File: config.mk
export PLATFORM = sky130hd
export DESIGN_NAME = bank_window_ctrl
export DESIGN_NICKNAME = d
export VERILOG_FILES = /design/src/rtl/bwc_pkg.sv /design/src/rtl/bwc_decode.sv /design/src/rtl/bwc_sel_reg.sv /design/src/rtl/bwc_ram.sv /design/src/rtl/bank_window_ctrl.sv
export SDC_FILE = /design/constraint.sdc
export NUM_CORES = 1
export LEC_CHECK = 0
export BUFFER_PORTS_ARGS = -buffer_cell sky130_fd_sc_hd__buf_2
export CAP_MARGIN = 20
export CORE_MARGIN = 2
export CORE_UTILIZATION = 35
export CTS_BUF_LIST = sky130_fd_sc_hd__clkbuf_8
export CTS_CLUSTER_SIZE = 12
export DETAILED_ROUTE_END_ITERATION = 16
export PLACE_DENSITY_LB_ADDON = 0.25
export SYNTH_ARGS = -nofsm -noshare
export SYNTH_HDL_FRONTEND = slang
export SYNTH_SLANG_ARGS = --single-unit
export TNS_END_PERCENT = 50
File: constraint.sdc
create_clock -name clk -period 3.2 [get_ports clk]
set_input_delay 0.32 -clock clk [delete_from_list [all_inputs] [get_ports clk]]
set_output_delay 0.32 -clock clk [all_outputs]
set_load 0.01 [all_outputs]
File: src/rtl/bwc_pkg.sv
package bwc_pkg;

   // Result of decoding one bus address
   typedef struct packed {
      logic win;   // address falls inside the banked window
      logic sel;   // address is the bank-select byte
   } bwc_hit_t;

   // Population count for enable vectors of any practical width
   function automatic int unsigned bwc_popcount(input logic [31:0] v, input int unsigned n);
      int unsigned c;
      c = 0;
      for (int unsigned i = 0; i < n; i++) begin
         if (v[i]) c++;
      end
      return c;
   endfunction

endpackage

File: src/rtl/bwc_decode.sv
module bwc_decode
   import bwc_pkg::*;
#(
   parameter int unsigned ADDR_W    = 8,
   parameter int unsigned WIN_DEPTH = 64,
   parameter logic [ADDR_W-1:0] SEL_ADDR = 8'hCB
) (
   input  logic [ADDR_W-1:0] addr,
   output bwc_hit_t          hit
);
   localparam int unsigned WIN_AW = $clog2(WIN_DEPTH);

   initial begin
      assert (WIN_DEPTH == (1 << WIN_AW)) else $error("WIN_DEPTH must be a power of two");
      assert (WIN_AW < ADDR_W) else $error("window must be smaller than address space");
      assert (SEL_ADDR >= WIN_DEPTH) else $error("select byte must lie outside the window");
   end

   always_comb begin
      hit.win = (addr[ADDR_W-1:WIN_AW] == '0);
      hit.sel = (addr == SEL_ADDR);
   end
endmodule

File: src/rtl/bwc_sel_reg.sv
module bwc_sel_reg
   import bwc_pkg::*;
#(
   parameter int unsigned NUM_PAGES = 2
) (
   input  logic                 clk,
   input  logic                 rst_n,
   input  logic                 sel_we,
   input  logic [NUM_PAGES-1:0] sel_d,
   output logic [NUM_PAGES-1:0] page_en,
   output logic                 multi_sel
);
   initial begin
      assert (NUM_PAGES >= 1 && NUM_PAGES <= 32) else $error("NUM_PAGES out of range");
   end

   logic [NUM_PAGES-1:0] sel_q;

   // Deliberately no reset term: content survives reset
   always_ff @(posedge clk) begin
      if (sel_we) sel_q <= sel_d;
   end

   assign page_en   = sel_q;
   assign multi_sel = (bwc_popcount(32'(sel_q), NUM_PAGES) > 1);

   AST_SEL_LOAD: assert property (@(posedge clk) disable iff (!rst_n)
      sel_we |=> (sel_q == $past(sel_d)));
   AST_SEL_KEEP: assert property (@(posedge clk) disable iff (!rst_n)
      !sel_we |=> $stable(sel_q));
endmodule

File: src/rtl/bwc_ram.sv
module bwc_ram #(
   parameter int unsigned DATA_W = 8,
   parameter int unsigned DEPTH  = 64
) (
   input  logic                     clk,
   input  logic                     rst_n,
   input  logic                     we,
   input  logic                     re,
   input  logic [$clog2(DEPTH)-1:0] addr,
   input  logic [DATA_W-1:0]        wdata,
   output logic [DATA_W-1:0]        rdata
);
   logic [DATA_W-1:0] mem [DEPTH];

   always_ff @(posedge clk) begin
      if (we) mem[addr] <= wdata;
   end

   // Output register returns zero when not read so the top can OR outputs
   always_ff @(posedge clk or negedge rst_n) begin
      if (!rst_n)  rdata <= '0;
      else if (re) rdata <= mem[addr];
      else         rdata <= '0;
   end

   AST_RD_IDLE: assert property (@(posedge clk) disable iff (!rst_n)
      !re |=> (rdata == '0));
endmodule

File: src/rtl/bank_window_ctrl.sv
module bank_window_ctrl
   import bwc_pkg::*;
#(
   parameter int unsigned ADDR_W    = 8,
   parameter int unsigned DATA_W    = 8,
   parameter int unsigned WIN_DEPTH = 64,
   parameter int unsigned NUM_PAGES = 2,
   parameter int unsigned SEL_LSB   = 3,
   parameter logic [ADDR_W-1:0] SEL_ADDR = 8'hCB
) (
   input  logic                 clk,
   input  logic                 rst_n,
   input  logic [ADDR_W-1:0]    bus_addr,
   input  logic [DATA_W-1:0]    bus_wdata,
   input  logic                 bus_wr,
   input  logic                 bus_rd,
   output logic [DATA_W-1:0]    bus_rdata,
   output logic [NUM_PAGES-1:0] page_en,
   output logic                 multi_sel
);
   localparam int unsigned WIN_AW = $clog2(WIN_DEPTH);

   initial begin
      assert (SEL_LSB + NUM_PAGES <= DATA_W) else $error("select bits exceed data width");
   end

   bwc_hit_t          hit;
   logic [WIN_AW-1:0] win_addr;
   logic              base_we, base_re;
   logic [NUM_PAGES-1:0] pg_we, pg_re;
   logic [DATA_W-1:0] base_rdata;
   logic [DATA_W-1:0] pg_rdata [NUM_PAGES];
   logic [DATA_W-1:0] pg_or;

   bwc_decode #(.ADDR_W(ADDR_W), .WIN_DEPTH(WIN_DEPTH), .SEL_ADDR(SEL_ADDR)) u_decode (
      .addr (bus_addr),
      .hit  (hit)
   );

   bwc_sel_reg #(.NUM_PAGES(NUM_PAGES)) u_sel (
      .clk       (clk),
      .rst_n     (rst_n),
      .sel_we    (bus_wr && hit.sel),
      .sel_d     (bus_wdata[SEL_LSB +: NUM_PAGES]),
      .page_en   (page_en),
      .multi_sel (multi_sel)
   );

   assign win_addr = bus_addr[WIN_AW-1:0];
   assign base_we  = bus_wr && hit.win && (page_en == '0);
   assign base_re  = bus_rd && hit.win && (page_en == '0);
   assign pg_we    = {NUM_PAGES{bus_wr && hit.win}} & page_en;
   assign pg_re    = {NUM_PAGES{bus_rd && hit.win}} & page_en;

   bwc_ram #(.DATA_W(DATA_W), .DEPTH(WIN_DEPTH)) u_base (
      .clk (clk), .rst_n (rst_n), .we (base_we), .re (base_re),
      .addr (win_addr), .wdata (bus_wdata), .rdata (base_rdata)
   );

   for (genvar p = 0; p < NUM_PAGES; p++) begin : g_page
      bwc_ram #(.DATA_W(DATA_W), .DEPTH(WIN_DEPTH)) u_page (
         .clk (clk), .rst_n (rst_n), .we (pg_we[p]), .re (pg_re[p]),
         .addr (win_addr), .wdata (bus_wdata), .rdata (pg_rdata[p])
      );
   end

   // Several enabled pages merge as a wired OR
   always_comb begin
      pg_or = '0;
      for (int p = 0; p < NUM_PAGES; p++) pg_or = pg_or | pg_rdata[p];
   end

   assign bus_rdata = base_rdata | pg_or;

   AST_OUTSIDE_ZERO: assert property (@(posedge clk) disable iff (!rst_n)
      (bus_rd && !hit.win) |=> (bus_rdata == '0));
   AST_NO_READ_ZERO: assert property (@(posedge clk) disable iff (!rst_n)
      !bus_rd |=> (bus_rdata == '0));
   AST_MULTI_FLAG: assert property (@(posedge clk) disable iff (!rst_n)
      multi_sel |-> ($countones(page_en) > 1));
endmodule

### After elaboration in Yosys (flattened, before gate mapping)

Memories as Yosys holds them, arrays and structs flattened.
Cells that the tools add are included.

| storage, ports and cells | value |
|---|---|
| RAM bits | 1536 |
| input bits | 20 |
| memories | 3 |
| output and inout bits | 11 |
| flip-flop bits (word level) | 26 |
| word-level logic and storage cells | 32 |

Memories:

| name | depth | bits a word | rd ports | clocked after Yosys merged registers in | write ports | RTL line | RTL |
|---|---|---|---|---|---|---|---|
| g_page[0].u_page.mem | 64 | 8 | 1 | 0 | 1 | bwc_ram.sv:13 | `logic [DATA_W-1:0] mem [DEPTH];` |
| g_page[1].u_page.mem | 64 | 8 | 1 | 0 | 1 | bwc_ram.sv:13 |  |
| u_base.mem | 64 | 8 | 1 | 0 | 1 | bwc_ram.sv:13 |  |

| operators by class | value |
|---|---|
| add/sub/neg operators | 1 |
| magnitude comparators | 1 |
| muxes and demuxes | 11 |
| equal/unequal tests | 1 |
| bitwise gates (word level) | 4 |
| reduce and logical (&&, ||, !) cells | 7 |

Operators with widths:

| operator | count |
|---|---|
| $gt 32x1->1 const B | 1 |
| $mux 32 | 1 |
| $mux 8 | 3 |
| $or 8x8->8 | 2 |
| $eq 8x8->1 const B | 1 |
| $mux 1 | 7 |
| $logic_and 1x1->1 | 5 |
| $and 2x2->2 | 2 |
| $logic_not 2->1 | 2 |
| $add 1x1->2 const B | 1 |

### Depth between registers and ports, before layout

| depth | value |
|---|---|
| depth in word-level cells | 5 |
| gate-level depth with buffers | 11 |
| mapped depth without buffers | 6 |

### Hierarchy

A second synthesis with hierarchy kept.

| second synthesis, totals | value |
|---|---|
| cell total of the unflattened synthesis | 3673 |
| area, all modules | 60961.0 um2 |

By module, submodules not included:

| module | cells an instance | area each (um2) | times used | sequential area each (um2) |
|---|---|---|---|---|
| bwc_ram | 1217 | 20253.2 | 3 | 15574.9 |
| bank_window_ctrl | 15 | 106.4 | 1 | 0.0 |
| bwc_sel_reg | 3 | 66.3 | 1 | 60.1 |
| bwc_decode | 4 | 28.8 | 1 | 0.0 |

### Least setup slack after synthesis

OpenSTA, ideal clock, no wires.

| timing | value |
|---|---|
| path kind | input-to-reg |
| from | input port bus_addr[1] |
| to | memory g_page[0].u_page.mem[40][0] (enable) |
| arrival | 1.996 ns |
| path slack | 0.834 ns |
| required time | 2.830 ns |
| stages | 8 |
| buffers on the path | 6 |
| setup time | 0.370 ns |
| cell sequence | buf_2 -> buf_6 -> buf_6 -> buf_4 -> buf_4 -> or3_1 -> clkbuf_1 -> nor2_1 |

RTL lines:

| what | RTL line | RTL |
|---|---|---|
| start: declaration | bank_window_ctrl.sv:13 | `input logic [ADDR_W-1:0] bus_addr,` |
| end: declaration | bwc_ram.sv:13 |  |

No word-level cell before the write port.

### Worst setup path after layout

| timing | value |
|---|---|
| from | input port bus_addr[2] |
| to | register g_page[0].u_page.rdata[1] |

| on the way | value |
|---|---|
| word-level cells in the longest chain between the ends | 2 |

RTL lines:

| what | RTL line | RTL |
|---|---|---|
| $mem_v2 64x8 | - |  |
| $mux 8 | bwc_ram.sv:22 | `else if (re) rdata <= mem[addr];` |
| end signal: assignment | bwc_ram.sv:22 |  |
| end: declaration | bwc_ram.sv:11 | `output logic [DATA_W-1:0] rdata` |

Every way passes these cells.
A chain may end at the register's enable or synchronous reset.

==> summary.txt <==
Clock tree
  • Post-CTS Setup Bufs: 0
  • Num CTS Buffers: 282
  • Post-CTS Resized: 0
  • Clock latency on the worst-skew pair: 1.03 ns
  • H-tree depth: 5
  • Clk root buf: clkbuf_8
  • CTS sink cnt: 1,562
  • TritonCTS clock tree: yes
  • Deepest clock path buffer count: 4
  • Clock slew seen by the registers of the worst setup and hold paths: 0.07 ns
  • Hold-fix buffers, CTS: 15

GRT
  • Largest net degree at the start of global routing: 106
  • Vias in the first global route: 37,100
  • Initial antenna violation count: 4
  • Gr ovfl total: 0
  • GRT Overall Usage: 22.4%
  • First-pass GRT wire length: 280,000 um

Die
  • I/O pin count: 31
  • Die H: 419 um
  • Initial Util: 35.2%
  • Die ar.: 176,000 sq um
  • Die W: 419 um
  • Core ar.: 171,000 sq um
  • # rows: 152

Pwr
  • Int Pwr: 32.0 mW
  • Sequential power share: 53.9%
  • Clk pwr share: 40.1%
  • Leakage: 23.2 nW
  • Peak VDD IR: 0.273 mV
  • Total power: 41.7 mW
  • Power Density: 587 nW/um^2
  • Logic pwr share: 6.0%
  • Switching share of power: 23.4%
  • Net Switching: 9.78 mW

Logic synthesis
  • Ys async rst share: 1.54%
  • Synth cell types: 60
  • Main synth FF type: edfxtp_1
  • Number of synthesized register bits: 1,562
  • Synth Warn #: 0
  • Post-synth net total: 3,602
  • Seq/Total Area, Yosys: 77.6%
  • Avg Cell Area, Syn: 16.8 sq um
  • Post-synth EDFFs: 1,538
  • Synth Cell Area: 60,300 sq um
  • Post-Syn Instances: 3,582

Placement
  • Buffers on Ports: 30
  • Dpl ws: -0.199 ns
  • HPWL Detailed: 128,000 um
  • Placed Cells: 6,092
  • RePlAce Congestion: 0.914

Timing
  • TNS Setup: 0 ns
  • Rel. slew slack: 22.5%
  • Clock Skew: 0.0684 ns
  • Minimum clock period: 2.79 ns
  • Final Hold Viols: 0
  • Endpoints failing setup: 0
  • Fin crit share: 87.1%
  • Final Max Slew Viols: 0
  • Maximum operating frequency: 0.359 GHz
  • Measured slew at the worst slew-check pin: 1.16 ns
  • Unrepaired setup endpoints after global routing: no
  • Final worst setup slack: 0.414 ns

Worst setup path
  • Setup CP Type: in2reg
  • FF-to-FF path depth: 5
  • Crit path max fanout: 28
  • CP arrival: 3.64 ns
  • Crit-path cells: dlygate4sd3_1 > buf_8 > and2_4 > buf_12 > buf_4 > a221oi_1 > nor3_1 > nor4_1 > o2111a_1 > a41oi_1
  • Worst-path cell with the longest stage delay: nor4_1
  • Crit. End Element: register
  • Crit path largest cell delay: 0.76 ns
  • WP data required: 4.06 ns
  • Stages on worst setup path: 10
  • Worst Path Buf+Inv: 4
  • CP top delay family: buffers and inverters
  • Startpoint types: primary input

Cells and area
  • FF/Latch Area: 46,800 sq um
  • Multi-input combinational cell area: 12,200 sq um
  • Share of layout cells above drive strength 1: 21.3%
  • Area Overhead vs Synth: 18.0%
  • Final Net Count: 4,101
  • Fillers: 15,600
  • Most common cell after layout, fill and taps aside: edfxtp_1
  • Finished Layout Cells: 6,574
  • Commonest cells after routing, fill and taps aside: edfxtp_1 (1,538), buf_4 (405), a22oi_1 (326), clkbuf_8 (297), nor2_1 (295)

Detailed routing
  • Drt initial violations: 4,904
  • Routed via count: 37,600
  • Routed WL: 199,000 um
  • WL/cell: 30.3 um
  • Post-route ant nets: 0
  • Vias per inst: 5.72
  • DRC errors left: 0
  • DR pass1 iterations: 6

Min path
  • Worst hold path class: in2reg
  • Hold depth: 4

Flow run
  • Max_cap viols: 0

Run status
  • Status: complete, no violations
## flip-flops by register name, summed over array words and instances (netlist names)
name	flops
u_sel.page_en	2
g_page.u_page.mem	1024
g_page.u_page.rdata	16
u_base.mem	512
u_base.rdata	8
## Yosys cell counts (all sizes together) (5+ instances only)
cell type	number	area, sq um
and2	5	31.3
o2111a	5	56.3
or3	14	87.6
o21a	9	67.6
nor3	24	120
mux2i	135	1350
nand2b	11	68.8
nor4	5	31.3
o32ai	11	96.3
mux2	46	518
o22a	20	175
nor2	300	1130
dfrtp	24	601
mux4	23	518
a211o	7	61.3
nand3	22	110
a22o	23	201
clkbuf	115	433
a22oi	326	2450
a21oi	77	385
buf	171	978
a211oi	13	97.6
nand2	104	390
and4	9	78.8
a221oi	209	1840
o221ai	42	368
o22ai	106	663
a221o	5	50.1
a2111oi	8	82.6
a31oi	24	150
a41oi	11	96.3
o211ai	5	37.5
nor2b	10	70.1
and3	11	68.8
edfxtp	1538	46200
o21ai	85	425
## metal layers
layer	share of wire (%)	wire [um]	GRT usage, %
met5	0.011	21	0
met4	3.6	7080	8.51
met3	8.6	17100	4.81
met2	47	93000	35.2
met1	41	81800	30.5
## tightest hold or removal path, delay by kind of cell
kind	cells	cell delay (ns)
and+or+nand+nor	2	0.25
buffers and inverters	2	0.34
## per-stage QoR
step / hold slack (ns) / utilization, % / instance area (sq um)
final: 0.0864 / 41.5 / 71100
after global routing: 0.0534 / 41.5 / 71100
after CTS: 0.0264 / 41.5 / 71100
after detailed placement: 0.528 / 38.6 / 66100
after global placement: 0.523 / 38.6 / 66100
after floorplan: 0.0244 / - / 60300
## cell type report
type / count / area share [%]
clock buffer: 297 / 5.75
clock inverter: 165 / 1.05
tap: 2310 / 4.06
timing repair buffer: 501 / 6.23
multi-input combinational: 1730 / 17.1
antenna: 5 / 0.0176
inverter: 4 / 0.0281
sequential: 1562 / 65.8
## path summary, 6_finish.rpt
kind                                                 start                                    end  slack (ns)
max in group asynchronous                            rst_n              u_base.rdata[2]$_DFF_PN0_        2.37
worst max register to register  u_sel.page_en[0]$_DFFE_PP_             u_base.mem[4][4]$_DFFE_PP_        0.60
worst min register to register  u_base.mem[3][2]$_DFFE_PP_              u_base.rdata[2]$_DFF_PN0_        0.79
worst min-delay path                                bus_wr  g_page[0].u_page.mem[19][6]$_DFFE_PP_        0.09
min in group asynchronous                            rst_n    g_page[0].u_page.rdata[4]$_DFF_PN0_        0.31
worst max-delay path                           bus_addr[2]    g_page[0].u_page.rdata[1]$_DFF_PN0_        0.41
## cells by family after synthesis
| family | share of synthesized area [%] |
|---|---|
| simple gates | 3.77 |
| flops | 77.6 |
| compound gates | 12.3 |
| mux | 3.96 |
| buf+inv | 2.37 |
## power groups by stage
stage	Clock (mW)	Combinational, mW	Sequential [mW]
after detailed placement	0	2.46	22.9
after global placement	0	2.45	22.9
final	16.7	2.50	22.5
after CTS	17.1	2.49	22.5
after global routing	18.0	2.60	22.5
after floorplan	0	1.09	22.9
Note: power is estimated with default switching activity, not from simulation.
